File: config.mk
export PLATFORM = sky130hd
export DESIGN_NAME = dma_ctrl_decoder
export DESIGN_NICKNAME = d
export VERILOG_FILES = /design/src/rtl/dmad_pkg.sv /design/src/rtl/dmad_classify.sv /design/src/rtl/dmad_cmd6.sv /design/src/rtl/dmad_queue.sv /design/src/rtl/dma_ctrl_decoder.sv
export SDC_FILE = /design/constraint.sdc
export NUM_CORES = 1
export LEC_CHECK = 0
export BUFFER_PORTS_ARGS = -buffer_cell sky130_fd_sc_hd__buf_4
export CORE_ASPECT_RATIO = 1.4
export CORE_UTILIZATION = 44
export DETAILED_ROUTE_END_ITERATION = 16
export GPL_ROUTABILITY_DRIVEN = 0
export PLACE_DENSITY_LB_ADDON = 0.25
export SYNTH_ARGS = -nofsm -noshare
export SYNTH_HDL_FRONTEND = slang
export SYNTH_SLANG_ARGS = --single-unit
File: constraint.sdc
create_clock -name clk -period 8.85 [get_ports clk]
set_input_delay 1.3275 -clock clk [delete_from_list [all_inputs] [get_ports clk]]
set_output_delay 1.3275 -clock clk [all_outputs]
set_load 0.02 [all_outputs]
File: src/rtl/dmad_pkg.sv
package dmad_pkg;

    typedef enum logic [2:0] {
        GRP0, GRP1, GRP2, GRP3, GRP4, GRP5, GRP6
    } grp_e;

    // Register addressed by a queued follow-on byte
    typedef enum logic [3:0] {
        T_NONE   = 4'd0,
        T_A_LO   = 4'd1,
        T_A_HI   = 4'd2,
        T_LEN_LO = 4'd3,
        T_LEN_HI = 4'd4,
        T_TIM_A  = 4'd5,
        T_TIM_B  = 4'd6,
        T_MASK   = 4'd7,
        T_MATCH  = 4'd8,
        T_B_LO   = 4'd9,
        T_B_HI   = 4'd10,
        T_INTC   = 4'd11,
        T_PULSE  = 4'd12,
        T_VECT   = 4'd13,
        T_RMASK  = 4'd14
    } tgt_e;

    typedef struct packed {
        logic dis;
        logic ena;
        logic clr_flags;
        logic int_on;
        logic int_off;
        logic want_rmask;
        logic soft_rst;
        logic load;
        logic cont;
        logic read_seq;
        logic force_rdy;
        logic read_stat;
    } cmd6_t;

    typedef struct packed {
        logic [1:0]  cmd;
        logic        en;
        logic        ie;
        logic [1:0]  mode;
        logic        rpol;
        logic [15:0] a;
        logic [15:0] b;
        logic [15:0] len;
        logic [7:0]  mask;
        logic [7:0]  match;
        logic [7:0]  intc;
        logic [7:0]  pls;
        logic [7:0]  vec;
        logic [7:0]  rmask;
        logic [7:0]  ta;
        logic [7:0]  tb;
        logic        p_clr;
        logic        p_load;
        logic        p_cont;
        logic        p_rseq;
        logic        p_frdy;
        logic        p_rstat;
        logic        p_rmw;
    } regs_t;

endpackage

File: src/rtl/dmad_classify.sv
module dmad_classify
    import dmad_pkg::*;
(
    input  logic [7:0] byte_in,
    output grp_e       grp
);
    always_comb begin
        if (!byte_in[7]) begin
            if (byte_in[1:0] != 2'b00)      grp = GRP0;
            else if (byte_in[2])            grp = GRP1;
            else                            grp = GRP2;
        end else begin
            if (byte_in[1:0] == 2'b00)
                grp = GRP3;
            else if (byte_in[1:0] == 2'b01 && byte_in[7:5] != 3'b111)
                grp = GRP4;
            else if (byte_in[2:0] == 3'b010 && !byte_in[6])
                grp = GRP5;
            else
                grp = GRP6;
        end
    end
endmodule

File: src/rtl/dmad_cmd6.sv
module dmad_cmd6
    import dmad_pkg::*;
(
    input  logic [7:0] code,
    output cmd6_t      act
);
    always_comb begin
        act = '0;
        case (code)
            8'h83: act.dis        = 1'b1;
            8'h87: act.ena        = 1'b1;
            8'h8B: act.clr_flags  = 1'b1;
            8'hA7: act.read_seq   = 1'b1;
            8'hAB: act.int_on     = 1'b1;
            8'hAF: act.int_off    = 1'b1;
            8'hB3: act.force_rdy  = 1'b1;
            8'hBB: act.want_rmask = 1'b1;
            8'hBF: act.read_stat  = 1'b1;
            8'hC3: act.soft_rst   = 1'b1;
            8'hCF: act.load       = 1'b1;
            8'hD3: act.cont       = 1'b1;
            default: act = '0;
        endcase
    end
endmodule

File: src/rtl/dmad_queue.sv
module dmad_queue
    import dmad_pkg::*;
#(
    parameter int DEPTH = 6,
    parameter int NCAND = 4,
    localparam int CW = $clog2(DEPTH + 1),
    localparam int IW = (DEPTH > 1) ? $clog2(DEPTH) : 1
) (
    input  logic             clk,
    input  logic             rst_n,
    input  logic             pop,
    input  tgt_e             cand [NCAND],
    input  logic [NCAND-1:0] cand_en,
    output tgt_e             head,
    output logic [CW-1:0]    cnt
);
    typedef struct packed {
        tgt_e [DEPTH-1:0] ent;
        logic [CW-1:0]    cnt;
    } qst_t;

    qst_t q_d, q_q;
    logic [CW-1:0] fill;

    always_comb begin
        q_d  = q_q;
        fill = q_q.cnt;
        if (pop && q_q.cnt != '0) begin
            for (int i = 0; i < DEPTH - 1; i++) begin
                q_d.ent[i] = q_q.ent[i+1];
            end
            q_d.ent[DEPTH-1] = T_NONE;
            fill = q_q.cnt - 1'b1;
        end
        // append enabled candidates at the tail, in candidate order
        for (int i = 0; i < NCAND; i++) begin
            if (cand_en[i] && fill < CW'(DEPTH)) begin
                q_d.ent[IW'(fill)] = cand[i];
                fill = fill + 1'b1;
            end
        end
        q_d.cnt = fill;
    end

    always_ff @(posedge clk or negedge rst_n) begin
        if (!rst_n) q_q <= '0;
        else        q_q <= q_d;
    end

    assign head = q_q.ent[0];
    assign cnt  = q_q.cnt;
endmodule

File: src/rtl/dma_ctrl_decoder.sv
module dma_ctrl_decoder
    import dmad_pkg::*;
#(
    parameter int QDEPTH = 6,
    localparam int NCAND = 4,
    localparam int CW    = $clog2(QDEPTH + 1)
) (
    input  logic        clk,
    input  logic        rst_n,
    input  logic        wr_en,
    input  logic [7:0]  wr_data,
    output logic [1:0]  cmd_type,
    output logic        dma_enable,
    output logic        int_enable,
    output logic [1:0]  xfer_mode,
    output logic        ready_pol,
    output logic [15:0] port_a_addr,
    output logic [15:0] port_b_addr,
    output logic [15:0] block_len,
    output logic [7:0]  mask_byte,
    output logic [7:0]  match_byte,
    output logic [7:0]  int_ctrl,
    output logic [7:0]  int_pulse,
    output logic [7:0]  int_vector,
    output logic [7:0]  read_mask,
    output logic [7:0]  timing_a,
    output logic [7:0]  timing_b,
    output logic        clr_flags_p,
    output logic        load_p,
    output logic        cont_p,
    output logic        read_seq_p,
    output logic        force_rdy_p,
    output logic        read_stat_p,
    output logic        rmask_wr_p
);
    regs_t            st_d, st_q;
    grp_e             grp;
    cmd6_t            c6;
    tgt_e             q_head;
    logic [CW-1:0]    q_cnt;
    logic             pop;
    tgt_e             cand [NCAND];
    logic [NCAND-1:0] cand_en;

    dmad_classify u_cls (.byte_in(wr_data), .grp(grp));
    dmad_cmd6     u_c6  (.code(wr_data), .act(c6));

    dmad_queue #(.DEPTH(QDEPTH), .NCAND(NCAND)) u_q (
        .clk     (clk),
        .rst_n   (rst_n),
        .pop     (pop),
        .cand    (cand),
        .cand_en (cand_en),
        .head    (q_head),
        .cnt     (q_cnt)
    );

    always_comb begin
        st_d         = st_q;
        st_d.p_clr   = 1'b0;
        st_d.p_load  = 1'b0;
        st_d.p_cont  = 1'b0;
        st_d.p_rseq  = 1'b0;
        st_d.p_frdy  = 1'b0;
        st_d.p_rstat = 1'b0;
        st_d.p_rmw   = 1'b0;
        pop          = 1'b0;
        cand_en      = '0;
        for (int i = 0; i < NCAND; i++) cand[i] = T_NONE;

        if (wr_en) begin
            st_d.en = 1'b0;
            if (q_cnt != '0) begin
                // follow-on parameter byte
                pop = 1'b1;
                case (q_head)
                    T_A_LO:   st_d.a[7:0]    = wr_data;
                    T_A_HI:   st_d.a[15:8]   = wr_data;
                    T_LEN_LO: st_d.len[7:0]  = wr_data;
                    T_LEN_HI: st_d.len[15:8] = wr_data;
                    T_TIM_A:  st_d.ta        = wr_data;
                    T_TIM_B:  st_d.tb        = wr_data;
                    T_MASK:   st_d.mask      = wr_data;
                    T_MATCH:  st_d.match     = wr_data;
                    T_B_LO:   st_d.b[7:0]    = wr_data;
                    T_B_HI:   st_d.b[15:8]   = wr_data;
                    T_INTC: begin
                        st_d.intc  = wr_data;
                        cand[0]    = T_PULSE;
                        cand[1]    = T_VECT;
                        cand_en[0] = wr_data[3];
                        cand_en[1] = wr_data[4];
                    end
                    T_PULSE:  st_d.pls       = wr_data;
                    T_VECT:   st_d.vec       = wr_data;
                    T_RMASK: begin
                        st_d.rmask = wr_data;
                        st_d.p_rmw = 1'b1;
                    end
                    default: ;
                endcase
            end else begin
                case (grp)
                    GRP0: begin
                        st_d.cmd = wr_data[1:0];
                        cand[0]  = T_A_LO;
                        cand[1]  = T_A_HI;
                        cand[2]  = T_LEN_LO;
                        cand[3]  = T_LEN_HI;
                        cand_en  = wr_data[6:3];
                    end
                    GRP1: begin
                        cand[0]    = T_TIM_A;
                        cand_en[0] = wr_data[6];
                    end
                    GRP2: begin
                        cand[0]    = T_TIM_B;
                        cand_en[0] = wr_data[6];
                    end
                    GRP3: begin
                        cand[0]    = T_MASK;
                        cand[1]    = T_MATCH;
                        cand_en[0] = wr_data[3];
                        cand_en[1] = wr_data[4];
                        st_d.ie    = wr_data[5];
                        st_d.en    = wr_data[6];
                    end
                    GRP4: begin
                        st_d.mode  = wr_data[6:5];
                        cand[0]    = T_B_LO;
                        cand[1]    = T_B_HI;
                        cand[2]    = T_INTC;
                        cand_en[0] = wr_data[2];
                        cand_en[1] = wr_data[3];
                        cand_en[2] = wr_data[4];
                    end
                    GRP5: st_d.rpol = wr_data[3];
                    default: begin
                        if (c6.ena)       st_d.en = 1'b1;
                        if (c6.int_on)    st_d.ie = 1'b1;
                        if (c6.int_off)   st_d.ie = 1'b0;
                        if (c6.clr_flags) st_d.p_clr = 1'b1;
                        if (c6.read_seq)  st_d.p_rseq = 1'b1;
                        if (c6.force_rdy) st_d.p_frdy = 1'b1;
                        if (c6.read_stat) st_d.p_rstat = 1'b1;
                        if (c6.want_rmask) begin
                            cand[0]    = T_RMASK;
                            cand_en[0] = 1'b1;
                        end
                        if (c6.soft_rst) begin
                            st_d.cmd = 2'b00;
                            st_d.ie  = 1'b0;
                        end
                        if (c6.load) begin
                            st_d.p_load = 1'b1;
                            st_d.p_clr  = 1'b1;
                        end
                        if (c6.cont) begin
                            st_d.p_cont = 1'b1;
                            st_d.p_clr  = 1'b1;
                            st_d.en     = 1'b1;
                        end
                        // c6.dis: enable already cleared by the write
                    end
                endcase
            end
        end
    end

    always_ff @(posedge clk or negedge rst_n) begin
        if (!rst_n) st_q <= '0;
        else        st_q <= st_d;
    end

    assign cmd_type    = st_q.cmd;
    assign dma_enable  = st_q.en;
    assign int_enable  = st_q.ie;
    assign xfer_mode   = st_q.mode;
    assign ready_pol   = st_q.rpol;
    assign port_a_addr = st_q.a;
    assign port_b_addr = st_q.b;
    assign block_len   = st_q.len;
    assign mask_byte   = st_q.mask;
    assign match_byte  = st_q.match;
    assign int_ctrl    = st_q.intc;
    assign int_pulse   = st_q.pls;
    assign int_vector  = st_q.vec;
    assign read_mask   = st_q.rmask;
    assign timing_a    = st_q.ta;
    assign timing_b    = st_q.tb;
    assign clr_flags_p = st_q.p_clr;
    assign load_p      = st_q.p_load;
    assign cont_p      = st_q.p_cont;
    assign read_seq_p  = st_q.p_rseq;
    assign force_rdy_p = st_q.p_frdy;
    assign read_stat_p = st_q.p_rstat;
    assign rmask_wr_p  = st_q.p_rmw;
endmodule

# After elaboration in Yosys (flattened, before gate mapping)

Cells that the tools add are included.

Register bits: 153
Input port bits: 11

$add $sub $neg: 5
Magnitude comparators: 12
Equality and inequality tests: 33
Mux-type cells: 82
Bitwise logic cells: 3
Reductions and logical operators: 41

Operators by type and width:

| kind                | count |
|---|---|
| $mux 24             | 5 |
| $bwmux 24           | 4 |
| $eq 8x8->1 const B  | 11 |
| $demux 4 s3         | 4 |
| $reduce_and 3->1    | 16 |
| $mux 3              | 10 |
| $mux 1              | 29 |
| $eq 4x4->1 const B  | 7 |
| $mux 4              | 6 |
| $mux 8              | 3 |
| $pmux 4 s6          | 1 |
| $eq 4x3->1 const B  | 4 |
| $lt 3x4->1 const B  | 4 |
| $mux 16             | 1 |
| $mux 2              | 8 |
| $add 3x1->3 const B | 4 |
| $ge 3x1->1 const B  | 4 |
| $lt 3x3->1 const B  | 4 |
| $mux 6              | 2 |
| $pmux 4 s3          | 1 |
| $logic_and 1x1->1   | 11 |
| $reduce_or 5->1     | 2 |
| $eq 3x2->1 const B  | 3 |
| $eq 4x2->1 const B  | 2 |
| 22 further kinds    | 30 |

# Longest topological paths before layout

Gate-level depths: netlist of run 1.

Word-level depth: 25
Gate-level depth with buffers: 23

# By module

From an unflattened synthesis of run 1, not the netlist that was laid out.

Cells, all modules: 747
Area total of the unflattened synthesis: 8366.8 um^2

By module, submodules not included:

| module           | times used | cells each | area each (um^2) | seq. area each (um^2) |
|---|---|---|---|---|
| dma_ctrl_decoder | 1          | 348        | 5132.4           | 3153.0 |
| dmad_queue       | 1          | 369        | 3046.7           | 675.6 |
| dmad_cmd6        | 1          | 21         | 131.4            | 0.0 |
| dmad_classify    | 1          | 9          | 56.3             | 0.0 |

# Worst setup path before layout of run 1

OpenSTA, ideal clock, no wires.

Path type: input to register
From: input port wr_data[0]
To: register u_q.q_q[13] in the netlist's numbering
Library setup time: 126 ps
Arrival time: 5300 ps
Slack: 3424 ps
Cell stages on the path: 17
Buffers on the path: 2
Cells stage by stage: buf_6 nand2_2 or4_4 a2111oi_4 o21ai_4 mux2i_4 inv_2 buf_6 ha_1 inv_1 or4b_2 nand3_1 nor4_1 nor3_2 mux2i_2 nor2_2 a221o_1

RTL lines:

| what                 | RTL line               | text |
|---|---|---|
| from (decl)          | dma_ctrl_decoder.sv:11 | `input logic [7:0] wr_data,` |
| to (signal assigned) | dmad_queue.sv:47       | `else q_q <= q_d;` |
| to (decl)            | dmad_queue.sv:22       | `qst_t q_d, q_q;` |

==> flow_metrics.tcl, run 1 <==
set metrics [dict create \
    yosys-top-cells-count "153 x dfrtp_1, 108 x mux2_2, 78 x nand2_1" \
    fin_ws_ns 2.86 \
    drive_above_1_share_pct 37.6 \
    cts_hold_buf 0 \
    worstSetupEndpointType "flip-flop" \
    dp_hpwl_um 15700 \
    avgSynthCellArea_um2 11.0 \
    min_path_type "reg2reg" \
    yosysMostFrequentCell "dfrtp_1" \
    area_growth_pct 20.7 \
    rsz0062_at_grt "no" \
    hold_path_startpoint "int_ctrl[0]$_DFFE_PN0P_" \
    skew_ns 0.00736 \
    grtUsageTotal_pct 25.2 \
    first_global_vias 6346 \
    clockPowerShare_pct 23.7 \
    final_max_slew_viol_count 0 \
    cts.htree.levels 4 \
    syn_nets 741 \
    dr.pass1.iters 5 \
    ant_nets 0 \
    num_antenna_cells 0 \
    drt-vias-per-instance 5.87 \
    cts_buffer_depth 2 \
    die_x_um 116 \
    required_ns 9.13 \
    route.detailed.drc 0 \
    arrival_ns 6.27 \
    place_ws_ns 2.45 \
    clkLatencyLatePin_ns 0.43 \
    cp_max_fo 28 \
    cts_sinks 153 \
    synth_top_area_cell "dfrtp_1" \
    yosys_most_used_dff "dfrtp_1" \
    r2r_start "u_q.cnt[0]$_DFF_PN0_" \
    cts_buffers 17 \
    post_cts_resized 0 \
    post_cts_buffers 0 \
    io_pins 137 \
    powerDensity_nw_per_um2 313 \
    worstSetupEndpoint "u_q.q_q[10]$_DFF_PN0_" \
    core_area_um2 17500 \
    antenna_found_initial 0 \
    drtIter0Drc 353 \
    syn-instance-count 725 \
    grt_pass1_wl_um 35300 \
    fmax_mhz 167 \
    worst-r2r-setup-slack_ns 3.23 \
    grt_max_degree 88 \
    p_sw_share_pct 39.7 \
    cts_tree "done" \
    slew_headroom_pct 15.0 \
    hold_viol_final 0 \
    leakagePower_nw 4.66 \
    reg2reg_depth 22 \
    critPathLaunch "wr_data[0]" \
    finalSetupViolCount 0 \
    p_total_mw 3.00 \
    start_kind "input pin" \
    synth-edff-count 0 \
    async_flop_share_pct 100 \
    synthesis.area_um2 7950 \
    ys_ff_latch 153 \
    peakVddDrop_mv 0.233 \
    initial_core_util_pct 45.3 \
    cap_violations 0 \
    nets 852 \
    yosysSeqAreaShare_pct 48.2 \
    netlist_top_cells_area "dfrtp_1 48%, mux2_2 15%, nand2_1 3.7%" \
    final.setup.tns_ns 0 \
    r2r_end "u_q.q_q[23]$_DFF_PN0_" \
    placementRows 57 \
    design.die.area_um2 18600 \
    port_buffers 136 \
    overflow 0 \
    period_share_pct 67.7 \
    status "complete, no violations" \
    wl_um 22700 \
    yosysWarnings 0 \
    clk_pin_slew_worst_paths_ns 0.06 \
    power_frac_seq_pct 33.8 \
    netlist-cell-type-count 89 \
    hold_depth 2 \
    combinationalPowerShare_pct 42.5 \
    vias 6365 \
    min_period_ns 5.99 \
    synth_top_area_share_pct 48.2 \
    root_buffer "clkbuf_16" \
    tightest_slew_ns 1.26 \
    p_switching_mw 1.19 \
    wl_per_cell_um 20.9 \
    path_class "in2reg" \
    p_int_mw 1.81 \
    die_h_um 161 \
]
==> kinds of logic (layout without fill, tap and decap cells) <==
logic type / Yosys count / after routing / share of synthesized area (%)
fa+ha+maj: 5 / 5 / 0.787
mux: 116 / 116 / 16.5
buf+inv: 59 / 183 / 4.09
simple gates: 241 / 241 / 16.2
flops: 153 / 153 / 48.2
xor+xnor: 6 / 6 / 0.756
compound gates: 145 / 145 / 13.4
==> metrics by stage <==
stage | utilization (%) | instances | instance area (µm²) | hold slack [ns]
2_1_floorplan | - | 725 | 7950 | 0.515
3_3_place_gp | 51.4 | 1053 | 9020 | 0.474
3_5_place_dp | 51.4 | 1053 | 9020 | 0.472
4_1_cts | 54.7 | 1085 | 9600 | 0.492
5_1_grt | 54.7 | 1085 | 9600 | 0.521
6_report | 54.7 | 1085 | 9600 | 0.492
==> cell usage in the layout (no fill, tap or decap), types with 6 or more instances in the layout <==
| cell type | instances |
|---|---|
| dfrtp_1 | 153 |
| buf_4 | 139 |
| mux2_2 | 108 |
| nand2_1 | 78 |
| nor2_1 | 42 |
| a21oi_1 | 31 |
| a211oi_1 | 25 |
| and3_1 | 20 |
| o21ai_0 | 18 |
| clkbuf_16 | 17 |
| nand3_1 | 15 |
| nor3_1 | 12 |
| nor4_1 | 12 |
| inv_1 | 9 |
| a21o_1 | 7 |
| a31oi_1 | 7 |
| nand4_1 | 7 |
| and2_1 | 6 |
==> worst min-delay path by stage <==
stage / end / slack [ns]
after CTS: int_ctrl[3]$_DFFE_PN0P_ / 0.49
final: int_ctrl[0]$_DFFE_PN0P_ / 0.49
after detailed placement: int_ctrl[3]$_DFFE_PN0P_ / 0.47
after global placement: int_ctrl[4]$_DFFE_PN0P_ / 0.47
after global routing: mask_byte[2]$_DFFE_PN0P_ / 0.52
after floorplan: u_q.q_q[24]$_DFF_PN0_ / 0.51
==> final cells by class <==
| cell class | count | area (µm²) |
|---|---|---|
| fillers | 1573 | 7950 |
| flip-flops and latches | 153 | 3830 |
| multi-input cells | 513 | 3800 |
| repair buffers | 140 | 1050 |
| clock buffers | 18 | 439 |
| well taps | 236 | 295 |
| clock inverters | 14 | 136 |
| inverters | 11 | 41.3 |
==> metal layers <==
metal / wire [µm] / up-vias / global-route usage, %
met5: 0 / - / 0
met1: 8720 / 3204 / 29.3
met4: 799 / 0 / 11.8
li1: - / 2867 / -
met2: 12000 / 241 / 43.7
met3: 1170 / 53 / 5.37
==> power groups by stage <==
stage / clock network (mW) / logic (mW) / registers, mW
2_1_floorplan: 0 / 0.689 / 1.18
3_3_place_gp: 0 / 1.24 / 1.01
3_5_place_dp: 0 / 1.27 / 1.02
4_1_cts: 0.725 / 1.27 / 1.01
5_1_grt: 0.752 / 1.36 / 1.03
6_report: 0.713 / 1.28 / 1.02
==> critical path, cell delays in order <==
cell	delay, ns
buf_4	0.30
nand2_2	0.13
or4_4	0.56
a2111oi_4	0.54
o21ai_4	0.19
mux2i_4	0.34
inv_2	0.25
ha_1	0.49
inv_1	0.13
or4b_2	0.69
nand3_1	0.15
nor4_1	0.07
nor3_2	0.32
a2bb2oi_2	0.16
nor4_2	0.48
a211oi_1	0.10
==> flip-flops by register name, indices dropped and copies added (netlist names), 16 cells and up <==
| signal | cells |
|---|---|
| u_q.q_q | 20 |
| port_b_addr | 16 |
| port_a_addr | 16 |
| block_len | 16 |
(Power assumes the default switching activity.)
==> inputs of run 2 (changes only) <==
clock period = 5.2 ns   (was 8.85 ns; I/O delays follow)
==> flow_metrics.tcl, run 2 (synthesis results as in run 1) <==
set metrics [dict create \
    arrival_ns 4.97 \
    wl_per_cell_um 20.7 \
    root_buffer "clkbuf_16" \
    start_kind "flip-flop" \
    cp_max_fo 9 \
    drt-vias-per-instance 5.78 \
    largest_reg_flops 20 \
    slew_headroom_pct 28.3 \
    powerDensity_nw_per_um2 537 \
    grt_pass1_wl_um 36500 \
    crit_buf_inv 2 \
    placementRows 57 \
    final_max_slew_viol_count 0 \
    cap_violations 0 \
    dp_hpwl_um 16400 \
    design.die.area_um2 18600 \
    antenna_found_initial 0 \
    first_global_vias 6758 \
    worstSetupEndpointType "flip-flop" \
    route.detailed.drc 0 \
    cts_tree "done" \
    clkLatencyLatePin_ns 0.43 \
    cts_hold_buf 0 \
    cts_buffers 17 \
    leakagePower_nw 4.81 \
    nets 880 \
    required_ns 5.48 \
    status "complete, no violations" \
    num_antenna_cells 0 \
    final_cell_area_um2 9840 \
    wl_um 23000 \
    io_pins 137 \
    cts_sinks 153 \
    cts_buffer_depth 2 \
    critPathSlowestCell "nor4_4" \
    peakVddDrop_mv 0.352 \
    final.setup.tns_ns 0 \
    min_path_type "in2async" \
    rsz0062_at_grt "no" \
    skew_ns 0.0152 \
    seqCellArea_um2 3830 \
    overflow 0 \
    layout_commonest_cell "buf_4" \
    tightest_slew_ns 1.06 \
    filler_cell_count 1563 \
    core_area_um2 17500 \
    grt_max_degree 109 \
    min_period_ns 4.69 \
    dr.pass1.iters 5 \
    placed_area_um2 9230 \
    area_growth_pct 23.8 \
    fmax_mhz 213 \
    initial_core_util_pct 45.3 \
    cp_common_cell "ha_1" \
    period_share_pct 90.1 \
    worstPathCellList "inv_1 > ha_1 > and2b_4 > nor2_1 > o21ai_0 > inv_1 > ha_1 > a21o_1 > o311ai_1 > nor2_1 > nor4_4 > nor2_2 > ha_1 > nand2_1 > or4b_1 > nand3_2 > nor2_2 > nor4_2 > a211oi_1" \
    drive_above_1_share_pct 39.5 \
    hold_ws_ns 0.447 \
    cpLargestDelayFamily "simple AND/OR/NAND/NOR gates" \
    vias 6437 \
    hold_viol_final 0 \
    multi_input_area_um2 3800 \
    p_total_mw 5.29 \
    max_stage_delay_ns 0.52 \
    die_x_um 116 \
    crit_cells 19 \
    grtUsageTotal_pct 26.0 \
    post_cts_resized 0 \
    reg2reg_depth 19 \
    ant_nets 0 \
    clk_pin_slew_worst_paths_ns 0.07 \
    finalSetupViolCount 0 \
    port_buffers 136 \
    path_class "reg2reg" \
    final_cell_mix "167 x buf_4, 153 x dfrtp_1, 108 x mux2_2" \
    post_cts_buffers 0 \
    cts.htree.levels 4 \
    drtIter0Drc 362 \
    die_h_um 161 \
    top_register "u_q.q_q" \
]
run 2: final cells by class:
type / count / share of cell area (%)
clock buffers: 18 / 4.36
clock inverters: 14 / 1.82
inverters: 11 / 0.420
multi-input cells: 513 / 38.6
flip-flops and latches: 153 / 38.9
well taps: 236 / 3.00
repair buffers: 168 / 12.9
run 2: worst paths after layout:
| check | start | to | slack (ns) |
|---|---|---|---|
| min in group clk | int_ctrl[3]$_DFFE_PN0P_ | int_ctrl[3]$_DFFE_PN0P_ | 0.49 |
| min | rst_n | port_a_addr[6]$_DFFE_PN0P_ | 0.45 |
| max in group asynchronous | rst_n | int_ctrl[7]$_DFFE_PN0P_ | 3.54 |
| max reg2reg | u_q.cnt[0]$_DFF_PN0_ | u_q.q_q[10]$_DFF_PN0_ | 0.51 |
| max | u_q.cnt[0]$_DFF_PN0_ | u_q.q_q[10]$_DFF_PN0_ | 0.51 |
| min reg2reg | int_ctrl[3]$_DFFE_PN0P_ | int_ctrl[3]$_DFFE_PN0P_ | 0.49 |
run 2: per-layer routing:
metal	vias to the layer above	GRT usage, %	wire, µm
met4	0	16.6	1270
met5	-	0	0
li1	2931	-	-
met1	3198	29.0	8450
met3	69	6.04	1430
met2	239	44.0	11900
run 2: where the power goes:
| group | total, mW | internal [mW] | switching, mW |
|---|---|---|---|
| clock network | 1.28 | 0.729 | 0.547 |
| logic | 2.29 | 0.972 | 1.32 |
| registers | 1.72 | 1.51 | 0.205 |
run 2: stage by stage:
stage	setup WS, ns	std cells	util, %
after floorplan	0.321	725	-
after global placement	0.307	1081	52.6
after detailed placement	0.165	1081	52.6
after CTS	0.590	1113	56.1
after global routing	0.143	1113	56.1
final	0.513	1113	56.1
